## config.mk

```make
export PLATFORM = sky130hd
export DESIGN_NAME = chg_smb_slave
export DESIGN_NICKNAME = d
export VERILOG_FILES = /design/src/rtl/chg_smb_pkg.sv /design/src/rtl/smb_line_sync.sv /design/src/rtl/smb_byte_engine.sv /design/src/rtl/chg_setpoint_chan.sv /design/src/rtl/chg_alert_mon.sv /design/src/rtl/chg_smb_slave.sv
export SDC_FILE = /design/constraint.sdc
export NUM_CORES = 1
export LEC_CHECK = 0
export ABC_AREA = 1
export BUFFER_PORTS_ARGS = -buffer_cell sky130_fd_sc_hd__buf_2
export CAP_MARGIN = 5
export CORE_MARGIN = 1
export CORE_UTILIZATION = 49
export DETAILED_ROUTE_END_ITERATION = 7
export GPL_ROUTABILITY_DRIVEN = 1
export HOLD_SLACK_MARGIN = 0.1
export PLACE_DENSITY_LB_ADDON = 0.12
export SKIP_CTS_REPAIR_TIMING = 1
export SYNTH_ARGS = -nofsm -noshare
export SYNTH_HDL_FRONTEND = slang
export SYNTH_SLANG_ARGS = --single-unit
```

## constraint.sdc

```tcl
create_clock -name clk -period 3.3 [get_ports clk]
set_input_delay 0.66 -clock clk [delete_from_list [all_inputs] [get_ports clk]]
set_output_delay 0.66 -clock clk [all_outputs]
set_load 0.1 [all_outputs]
```

## src/rtl/chg_smb_pkg.sv

```systemverilog
package chg_smb_pkg;

    localparam int BYTE_W = 8;
    localparam int WORD_W = 16;

    typedef enum logic [3:0] {
        ST_IDLE,
        ST_ADDR,
        ST_CMD,
        ST_WLO,
        ST_WHI,
        ST_RLO,
        ST_RHI,
        ST_ARA,
        ST_SKIP
    } smb_state_e;

    // Bus events derived from the synchronized lines
    typedef struct packed {
        logic sda;
        logic scl_rise;
        logic scl_fall;
        logic start;
        logic stop;
    } bus_ev_t;

    // Completed write-word request
    typedef struct packed {
        logic              valid;
        logic [BYTE_W-1:0] cmd;
        logic [WORD_W-1:0] data;
    } wr_req_t;

    function automatic logic [BYTE_W-1:0] addr_byte(input logic [6:0] a7, input logic rd);
        return {a7, rd};
    endfunction

    function automatic logic is_tx_state(input smb_state_e s);
        return (s == ST_RLO) || (s == ST_RHI) || (s == ST_ARA);
    endfunction

endpackage

```

## src/rtl/smb_line_sync.sv

```systemverilog
module smb_line_sync
    import chg_smb_pkg::*;
#(
    parameter int STAGES = 2
) (
    input  logic    clk,
    input  logic    rst,
    input  logic    scl_i,
    input  logic    sda_i,
    output bus_ev_t ev
);
    localparam int NLINES = 2;

    logic [NLINES-1:0] raw;
    logic [NLINES-1:0] synced;
    logic [NLINES-1:0] prev;

    assign raw = {scl_i, sda_i};

    for (genvar g = 0; g < NLINES; g++) begin : g_line
        logic [STAGES-1:0] chain;
        always_ff @(posedge clk) begin
            if (rst) chain <= '1;
            else     chain <= {chain[STAGES-2:0], raw[g]};
        end
        assign synced[g] = chain[STAGES-1];
    end

    always_ff @(posedge clk) begin
        if (rst) prev <= '1;
        else     prev <= synced;
    end

    // index 1 = SCL, index 0 = SDA
    always_comb begin
        ev.sda      = synced[0];
        ev.scl_rise = synced[1] & ~prev[1];
        ev.scl_fall = ~synced[1] & prev[1];
        ev.start    = synced[1] & prev[1] & prev[0] & ~synced[0];
        ev.stop     = synced[1] & prev[1] & ~prev[0] & synced[0];
    end

endmodule

```

## src/rtl/smb_byte_engine.sv

```systemverilog
module smb_byte_engine
    import chg_smb_pkg::*;
#(
    parameter logic [6:0] OWN_ADDR   = 7'h09,
    parameter logic [6:0] ARA_ADDR   = 7'h0C,
    parameter logic [7:0] CMD_STATUS = 8'h13,
    parameter logic [7:0] CMD_CUR    = 8'h14,
    parameter logic [7:0] CMD_VOLT   = 8'h15
) (
    input  logic                clk,
    input  logic                rst,
    input  bus_ev_t             ev,
    input  logic                alert_active,
    input  logic [WORD_W-1:0]   rd_data,
    output logic [BYTE_W-1:0]   rd_cmd,
    output logic                sda_oe,
    output wr_req_t             wr_req,
    output logic                ara_done
);
    localparam logic [BYTE_W-1:0] A_WR  = addr_byte(OWN_ADDR, 1'b0);
    localparam logic [BYTE_W-1:0] A_RD  = addr_byte(OWN_ADDR, 1'b1);
    localparam logic [BYTE_W-1:0] A_ARA = addr_byte(ARA_ADDR, 1'b1);
    localparam logic [3:0]        ACK_SLOT = 4'd8;
    localparam logic [3:0]        END_SLOT = 4'd9;

    smb_state_e        state, pend, ack_pend, nxt_st;
    logic [3:0]        bitcnt;
    logic [BYTE_W-1:0] shreg, lo_q, cmd_q, nxt_byte;
    logic [WORD_W-1:0] rd_word;
    logic              cmd_ok, mack_n, tx, ack_now;

    assign tx     = is_tx_state(state);
    assign rd_cmd = cmd_q;

    // Acknowledge decision for a received byte
    always_comb begin
        ack_now  = 1'b0;
        ack_pend = ST_SKIP;
        case (state)
            ST_ADDR: begin
                if (shreg == A_WR) begin
                    ack_now = 1'b1; ack_pend = ST_CMD;
                end else if (shreg == A_RD && cmd_ok) begin
                    ack_now = 1'b1; ack_pend = ST_RLO;
                end else if (shreg == A_ARA && alert_active) begin
                    ack_now = 1'b1; ack_pend = ST_ARA;
                end
            end
            ST_CMD: begin
                if (shreg == CMD_STATUS || shreg == CMD_CUR || shreg == CMD_VOLT) begin
                    ack_now = 1'b1; ack_pend = ST_WLO;
                end
            end
            ST_WLO: begin
                if (cmd_q != CMD_STATUS) begin
                    ack_now = 1'b1; ack_pend = ST_WHI;
                end
            end
            ST_WHI: begin
                ack_now = 1'b1; ack_pend = ST_SKIP;
            end
            default: ;
        endcase
    end

    // Next state and byte to load at the end of a frame
    always_comb begin
        nxt_st = pend;
        if (tx) nxt_st = (state == ST_RLO && !mack_n) ? ST_RHI : ST_SKIP;
        case (nxt_st)
            ST_RLO:  nxt_byte = rd_word[7:0];
            ST_RHI:  nxt_byte = rd_word[15:8];
            ST_ARA:  nxt_byte = A_WR;
            default: nxt_byte = 8'h00;
        endcase
    end

    always_ff @(posedge clk) begin
        wr_req.valid <= 1'b0;
        ara_done     <= 1'b0;
        if (rst) begin
            state   <= ST_IDLE;
            pend    <= ST_SKIP;
            bitcnt  <= '0;
            shreg   <= '0;
            lo_q    <= '0;
            cmd_q   <= '0;
            rd_word <= '0;
            cmd_ok  <= 1'b0;
            mack_n  <= 1'b1;
            sda_oe  <= 1'b0;
            wr_req  <= '0;
        end else if (ev.stop) begin
            state  <= ST_IDLE;
            bitcnt <= '0;
            cmd_ok <= 1'b0;
            sda_oe <= 1'b0;
        end else if (ev.start) begin
            state  <= ST_ADDR;
            bitcnt <= '0;
            sda_oe <= 1'b0;
        end else if (state != ST_IDLE && state != ST_SKIP) begin
            if (ev.scl_rise) begin
                if (!tx && bitcnt < ACK_SLOT) shreg <= {shreg[6:0], ev.sda};
                if (tx && bitcnt == ACK_SLOT) mack_n <= ev.sda;
                if (bitcnt != END_SLOT) bitcnt <= bitcnt + 4'd1;
            end else if (ev.scl_fall) begin
                if (bitcnt == ACK_SLOT) begin
                    if (tx) begin
                        sda_oe <= 1'b0;
                    end else begin
                        sda_oe <= ack_now;
                        pend   <= ack_pend;
                        if (ack_now) begin
                            case (state)
                                ST_ADDR: rd_word <= rd_data;
                                ST_CMD: begin
                                    cmd_q  <= shreg;
                                    cmd_ok <= 1'b1;
                                end
                                ST_WLO: lo_q <= shreg;
                                ST_WHI: begin
                                    wr_req.valid <= 1'b1;
                                    wr_req.cmd   <= cmd_q;
                                    wr_req.data  <= {shreg, lo_q};
                                end
                                default: ;
                            endcase
                        end
                    end
                end else if (bitcnt == END_SLOT) begin
                    bitcnt <= '0;
                    state  <= nxt_st;
                    shreg  <= nxt_byte;
                    sda_oe <= is_tx_state(nxt_st) & ~nxt_byte[7];
                    if (state == ST_ARA) ara_done <= 1'b1;
                end else if (tx && bitcnt != 4'd0) begin
                    shreg  <= {shreg[6:0], 1'b0};
                    sda_oe <= ~shreg[6];
                end
            end
        end
    end

endmodule

```

## src/rtl/chg_setpoint_chan.sv

```systemverilog
module chg_setpoint_chan
    import chg_smb_pkg::*;
#(
    parameter int                W     = 10,
    parameter logic [WORD_W-1:0] LIMIT = 16'h0300,
    parameter logic [BYTE_W-1:0] CMD   = 8'h14
) (
    input  logic          clk,
    input  logic          rst,
    input  wr_req_t       wr_req,
    output logic [W-1:0]  value,
    output logic          pulse,
    output logic          over
);
    logic hit;
    assign hit = wr_req.valid && (wr_req.cmd == CMD);

    always_ff @(posedge clk) begin
        if (rst) begin
            value <= '0;
            pulse <= 1'b0;
            over  <= 1'b0;
        end else begin
            pulse <= hit;
            if (hit) begin
                value <= wr_req.data[W-1:0];
                over  <= (wr_req.data >= LIMIT);
            end
        end
    end

endmodule

```

## src/rtl/chg_alert_mon.sv

```systemverilog
module chg_alert_mon #(
    parameter int NSTAT = 4
) (
    input  logic             clk,
    input  logic             rst,
    input  logic [NSTAT-1:0] status_in,
    input  logic             ara_done,
    output logic [NSTAT-1:0] stat_q,
    output logic             alert_active
);
    always_ff @(posedge clk) begin
        stat_q <= status_in;
        if (rst) begin
            alert_active <= 1'b0;
        end else if (status_in != stat_q) begin
            alert_active <= 1'b1;
        end else if (ara_done) begin
            alert_active <= 1'b0;
        end
    end

endmodule

```

## src/rtl/chg_smb_slave.sv

```systemverilog
module chg_smb_slave
    import chg_smb_pkg::*;
#(
    parameter logic [6:0]        OWN_ADDR   = 7'h09,
    parameter logic [6:0]        ARA_ADDR   = 7'h0C,
    parameter logic [7:0]        CMD_STATUS = 8'h13,
    parameter logic [7:0]        CMD_CUR    = 8'h14,
    parameter logic [7:0]        CMD_VOLT   = 8'h15,
    parameter int                CUR_W      = 10,
    parameter int                VOLT_W     = 11,
    parameter logic [15:0]       CUR_LIMIT  = 16'h0300,
    parameter logic [15:0]       VOLT_LIMIT = 16'h0600,
    parameter int                NSTAT      = 4,
    parameter int                SYNC_STAGES = 2
) (
    input  logic              clk,
    input  logic              rst,
    input  logic              scl_i,
    input  logic              sda_i,
    output logic              sda_oe,
    input  logic [NSTAT-1:0]  status_in,
    output logic [CUR_W-1:0]  cur_setpoint,
    output logic [VOLT_W-1:0] volt_setpoint,
    output logic              cur_wr_pulse,
    output logic              volt_wr_pulse,
    output logic              alert_n
);
    localparam int PAD_W = WORD_W - 2 - NSTAT;

    bus_ev_t           ev;
    wr_req_t           wr_req;
    logic              alert_active, ara_done, ov_cur, ov_volt;
    logic [BYTE_W-1:0] rd_cmd;
    logic [WORD_W-1:0] rd_data, status_word;
    logic [NSTAT-1:0]  stat_q;

    smb_line_sync #(.STAGES(SYNC_STAGES)) u_sync (
        .clk(clk), .rst(rst), .scl_i(scl_i), .sda_i(sda_i), .ev(ev)
    );

    smb_byte_engine #(
        .OWN_ADDR(OWN_ADDR), .ARA_ADDR(ARA_ADDR),
        .CMD_STATUS(CMD_STATUS), .CMD_CUR(CMD_CUR), .CMD_VOLT(CMD_VOLT)
    ) u_engine (
        .clk(clk), .rst(rst), .ev(ev), .alert_active(alert_active),
        .rd_data(rd_data), .rd_cmd(rd_cmd), .sda_oe(sda_oe),
        .wr_req(wr_req), .ara_done(ara_done)
    );

    chg_setpoint_chan #(.W(CUR_W), .LIMIT(CUR_LIMIT), .CMD(CMD_CUR)) u_cur (
        .clk(clk), .rst(rst), .wr_req(wr_req),
        .value(cur_setpoint), .pulse(cur_wr_pulse), .over(ov_cur)
    );

    chg_setpoint_chan #(.W(VOLT_W), .LIMIT(VOLT_LIMIT), .CMD(CMD_VOLT)) u_volt (
        .clk(clk), .rst(rst), .wr_req(wr_req),
        .value(volt_setpoint), .pulse(volt_wr_pulse), .over(ov_volt)
    );

    chg_alert_mon #(.NSTAT(NSTAT)) u_alert (
        .clk(clk), .rst(rst), .status_in(status_in), .ara_done(ara_done),
        .stat_q(stat_q), .alert_active(alert_active)
    );

    assign status_word = {ov_volt, ov_cur, {PAD_W{1'b0}}, stat_q};
    assign alert_n     = ~alert_active;

    always_comb begin
        if (rd_cmd == CMD_CUR)       rd_data = {{(WORD_W-CUR_W){1'b0}}, cur_setpoint};
        else if (rd_cmd == CMD_VOLT) rd_data = {{(WORD_W-VOLT_W){1'b0}}, volt_setpoint};
        else                         rd_data = status_word;
    end

endmodule

```

* Yosys cells after proc, flatten, opt, wreduce, memory -nomap -nowiden *
Index checks and enable logic that the tools add are counted.

storage, ports and cells
  flip-flop bits (word level) = 117
  bits of input ports = 8
  output and inout bits = 25

operators by class
  $add $sub $neg = 1
  $lt $le $gt $ge = 3
  equality and inequality tests = 30
  mux-type cells = 42
  bitwise logic cells = 24
  reductions and logical operators = 43

operators by type and width
  operator                count
  $eq A8 B5 Y1 const B    9
  $mux W4                 12
  $mux W8                 6
  $reduce_and A9 Y1       4
  $mux W16                2
  $eq A4 B3 Y1 const B    7
  $mux W25                1
  $pmux W8 S3             1
  $reduce_and A5 Y1       4
  $mux W1                 18
  $ge A16 B10 Y1 const B  1
  $ge A16 B11 Y1 const B  1
  $not A1 Y1              16
  $reduce_and A7 Y1       2
  $pmux W4 S3             1
  $reduce_bool A2 Y1      6
  $logic_and A1 B1 Y1     9
  $reduce_or A9 Y1        1
  $and A1 B1 Y1           8
  $eq A4 B2 Y1 const B    2
  $eq A4 B4 Y1 const B    2
  $ne A4 B4 Y1 const B    2
  $ne A8 B5 Y1 const B    1
  $reduce_and A8 Y1       1
  15 further kinds        26

* Longest topological paths before layout *
  depth in word-level cells = 10
  mapped depth = 14
  gate-level depth less buffers = 12

* By module *
A second synthesis with hierarchy kept.

second synthesis, totals
  cell total of the unflattened synthesis = 889
  area total of the unflattened synthesis = 5,875.6 um^2

modules (own cells, without submodules)
  module                       times used  cells an instance  area each (um^2)  seq. area each (um^2)
  smb_byte_engine              1           568                3,853.7           1,621.6
  chg_setpoint_chan at u_volt  1           100                660.6             260.2
  chg_setpoint_chan at u_cur   1           95                 654.4             240.2
  chg_smb_slave                1           73                 309.0             0.0
  smb_line_sync                1           25                 205.2             120.1
  chg_alert_mon                1           28                 192.7             100.1

* Worst setup path after synthesis *
Ideal clock, no wire load.

  kind = register -> register
  from = reg u_sync.prev[1]
  to = reg u_engine.wr_req[14] (netlist name)
  library setup time = 0.119 ns
  data arrival time = 1.660 ns
  required time = 3.181 ns
  setup slack = 1.520 ns
  cell stages (with the launch flop) = 12
  period minus slack after synthesis = 1.780 ns
  cells stage by stage = dfxtp_1 inv_1 ha_1 clkbuf_2 inv_1 nand2_1 inv_1 nand3_1 nor2_1 clkbuf_1 buf_2 a21oi_1

on the way
  longest elaborated chain between the ends = 5

RTL lines
  what                                                   line                                      source
  from (decl)                                            smb_line_sync.sv:16                       logic [NLINES-1:0] prev;
  from (signal assigned)                                 smb_line_sync.sv:31                       else prev <= synced;
  $and A1 B1 Y1                                          smb_line_sync.sv:39, smb_line_sync.sv:40
  $and A1 B1 Y1, on equally long branches (2 in series)  smb_line_sync.sv:39, smb_line_sync.sv:40
  $not A1 Y1 (no line)                                   -
  $reduce_and A9 Y1 (no line) (*)                        -

Every way passes the cells marked *; elsewhere a longest branch is shown, timed or not.
A chain may end at the register's enable or synchronous reset.

* Final worst setup path *
  from = reg u_engine.bitcnt[0]
  to = reg u_engine.lo_q[3]

on the way
  longest elaborated chain between the ends = 2

RTL lines
  what                         line                    source
  from (decl)                  smb_byte_engine.sv:27   logic [3:0] bitcnt;
  from (signal assigned)       smb_byte_engine.sv:106  if (bitcnt != END_SLOT) bitcnt <= bitcnt + 4'd1;
  $eq A4 B4 Y1                 smb_byte_engine.sv:108  if (bitcnt == ACK_SLOT) begin
  $reduce_and A9 Y1 (no line)  -
  to (signal assigned)         smb_byte_engine.sv:121  ST_WLO: lo_q <= shreg;
  to (decl)                    smb_byte_engine.sv:28   logic [BYTE_W-1:0] shreg, lo_q, cmd_q, nxt_byte;

No other way between the ends.

==> impl_summary.log <==
INFO  metric highest_count_cells_in_the_layout_ignoring_fill_and_taps = 124 x sky130_fd_sc_hd__nand2_1, 115 x sky130_fd_sc_hd__inv_1, 114 x sky130_fd_sc_hd__dfxtp_1, 82 x sky130_fd_sc_hd__nor2_1, 69 x sky130_fd_sc_hd__o21ai_0
INFO  metric power.density = 551 mW/mm2
INFO  metric path_clk_slew = 0.06 ns
INFO  metric seq_area_frac_synth = 0.443
INFO  metric finalMaxSlewViolations = 0
INFO  metric synth.net_count = 734
INFO  metric via_count_of_the_first_global_routing_pass = about 4200
INFO  metric clock_latency = 0.53 ns
INFO  metric most_common_cell_after_layout_fill_and_taps_aside = sky130_fd_sc_hd__nand2_1
INFO  metric floorplan.die_area = 0.0109 mm2
INFO  metric initial_utilization = 0.501
INFO  metric worst_slew_margin_relative_to_its_limit = 0.201
INFO  metric post_dp_cell_area = 0.00538 mm2
INFO  metric grt_pass1_wl = roughly 20000 um
INFO  metric syn_area_per_cell = 7.15 um2
INFO  metric worstSetupStartpointType = flip-flop
INFO  metric period_share = 0.694
INFO  metric cpMaxStageDelayCell = sky130_fd_sc_hd__inv_1
INFO  metric max_slew.worst_pin.slew = between 1 and 1.5 ns
INFO  metric cp-end-kind = flip-flop
INFO  metric path_max_fanout = 16
INFO  metric worst_ir_drop_vdd = approximately 0.0005 V
INFO  metric netlist_instances = 720
INFO  metric cts_max_level = 4
INFO  metric wl_per_cell = 13.8 um
INFO  metric drc_errors = 0
INFO  metric layout_filler_cell_count = 989
INFO  metric yosys_register_bits = 114
INFO  metric final_cell_area = approximately 0.0060 mm2
INFO  metric place_hpwl = 8870 um
INFO  metric combined_global_route_utilization_of_all_metal_layers = 0.243
INFO  metric switching_power = approximately 0.7 mW
INFO  metric timing.final.crit_period = 2.29 ns
INFO  metric timing.critical_path.cells = inv_1, ha_1, nand3_2, nor2_1, nand3_1, inv_1, nand3_2, nand2_1, nand2_1, nor2_1
INFO  metric die_y = 105 um
INFO  metric routability_congestion_estimate_from_global_placement = 0.945
INFO  metric cts_sinks = between 100 and 150
INFO  metric hold_class = in -> reg
INFO  metric pwr-share-comb = 0.022
INFO  metric max_cap_viol_count = 0
INFO  metric cts-root-to-sink-buffers = 2
INFO  metric required = approximately 3.8 ns
INFO  metric internal_power = ~2.6 mW
INFO  metric area_delta_synth_final = 16.2%
INFO  metric slowest_delay = 0.42 ns
INFO  metric cts_made_buffers = 17
INFO  metric num_rows = 37
INFO  metric routed-via-count = 4591
INFO  metric diodes = 0
INFO  metric detail_route.iter0.violations = 258
INFO  metric power_frac_seq = 0.421
INFO  metric clock_skew = 0.00805 ns
INFO  metric setup_tns = 0 ns
INFO  metric fin_nets = approximately 760
INFO  metric cts_tree = yes
INFO  metric detailedRoute.firstPassIterationCount = 6
INFO  metric via_per_inst = about 5
INFO  metric yosys_warnings = 0
INFO  metric synthTopCellsByArea = sky130_fd_sc_hd__dfxtp_1 44%, sky130_fd_sc_hd__nand2_1 9.0%, sky130_fd_sc_hd__inv_1 8.5%
INFO  metric grt_overflow_total = 0
INFO  metric max_clock_freq = 437 MHz
INFO  metric ant_nets = 0
INFO  metric netlist-cell-type-count = 37
INFO  metric static-leakage-power = roughly 2.7 nW
INFO  metric pin_count = 33
INFO  metric report.final.setup_viol = 0
INFO  metric port-buffer-count = 32
INFO  metric grt_start_max_net_pins = 40
INFO  metric layout.core_utilization = 0.582
INFO  metric cts.root.buffer_cell = sky130_fd_sc_hd__clkbuf_8
INFO  metric grt_setup_unrepaired = no
INFO  metric drive_gt1_frac = 0.134
INFO  metric share_clk_of_total_power = 0.556
INFO  metric design.core.area = 0.0103 mm2
INFO  metric wl = 12400 um
INFO  metric synthesis.area = 0.00515 mm2
INFO  metric power.share.switching = 0.215
INFO  metric critical_path_class = reg -> reg
INFO  metric hold_viol = 0
INFO  metric die-width = around 100 um
INFO  metric post-synth-top-area-cell = sky130_fd_sc_hd__dfxtp_1
INFO  metric critPathArrivalTime = 2.75 ns
INFO  metric outcome = complete, no violations
INFO  metric synth_top_cell_area_share = 0.443
INFO  metric grt_antenna_before_repair = 0
==> stage by stage <==
step           power (mW)  setup WS (ns)  hold WS [ns]  std cells
2_1_floorplan        1.47           1.52         0.389        720
3_3_place_gp         1.49           1.19         0.392        867
3_5_place_dp         1.49           1.07         0.398        867
4_1_cts              3.32           1.04         0.240        899
5_1_grt              3.40          0.831         0.239        899
6_report             3.30           1.01         0.259        899
==> power by group through the flow <==
stage,Combinational (mW),Clock [mW],Sequential (mW)
2_1_floorplan,0.0508,0,1.42
3_3_place_gp,0.0720,0,1.42
3_5_place_dp,0.0724,0,1.42
4_1_cts,0.0728,1.86,1.39
5_1_grt,0.0815,1.93,1.39
6_report,0.0731,1.83,1.39
==> metal layers <==
metal  routed length, um  part of all wire  up-vias  global-route usage
li1                    -                 -     2383                   -
met1                5810              0.47     2069               0.311
met2                5520              0.45      115               0.372
met3                 706             0.057       24              0.0764
met4                 355             0.029        0               0.111
met5                   0                 0        -                   0
==> critical path: cells and delay by family, from the launching register on <==
family                   cells  cell delay [ns]
adder cells (fa/ha/maj)      1             0.23
buffers and inverters        2             0.51
flip-flops                   1             0.35
AND/OR/NAND/NOR              7             1.14
==> cells in the mapped netlist (all sizes together) <==
master	n
nor3	15
ha	6
buf	12
xor2	4
o21ai	72
o211ai	1
nand3	35
a211oi	5
a31oi	6
or2	4
inv	122
o22ai	7
clkbuf	14
nand2	128
nor2	87
o21bai	1
a21oi	68
nor4	6
dfxtp	114
o2111ai	1
a2111oi	1
nand4	11
==> worst paths after layout <==
path                                                start                   endpoint  slack [ns]  cells after the start
worst max-delay path                   u_engine.bitcnt[0]           u_engine.lo_q[3]        1.01                     10
worst min-delay path                         status_in[3]          u_alert.stat_q[3]        0.26                      1
worst max register to register         u_engine.bitcnt[0]           u_engine.lo_q[3]        1.01                     10
worst min register to register  u_sync.g_line[1].chain[0]  u_sync.g_line[1].chain[1]        0.41                      1
==> kinds of logic after synthesis <==
group           share of synthesized area
simple gates                        0.254
buf+inv                             0.116
flops                               0.443
fa+ha+maj                          0.0146
compound gates                      0.165
xor+xnor                          0.00680
==> flip-flops by register name (all words and copies together), names as in the netlist, 2 cells and up <==
signal / count
u_engine.wr_req: 25
u_engine.state: 4
u_engine.rd_word: 13
u_engine.bitcnt: 4
u_engine.pend: 4
u_engine.lo_q: 8
u_engine.rd_cmd: 8
u_volt.value: 11
u_cur.value: 10
u_engine.shreg: 8
u_sync.g_line.chain: 4
u_alert.stat_q: 4
u_sync.prev: 2
==> final cells by class <==
cell class	instances	area, um2	share of cell area
timing repair buffer	37	198	0.0330
clock buffer	19	442	0.0738
clock inverter	13	160	0.0268
inverter	122	458	0.0766
sequential	114	2280	0.382
tap	136	170	0.0284
multi-input combinational	458	2270	0.380
No activity file was read; power rests on OpenSTA's default activity.
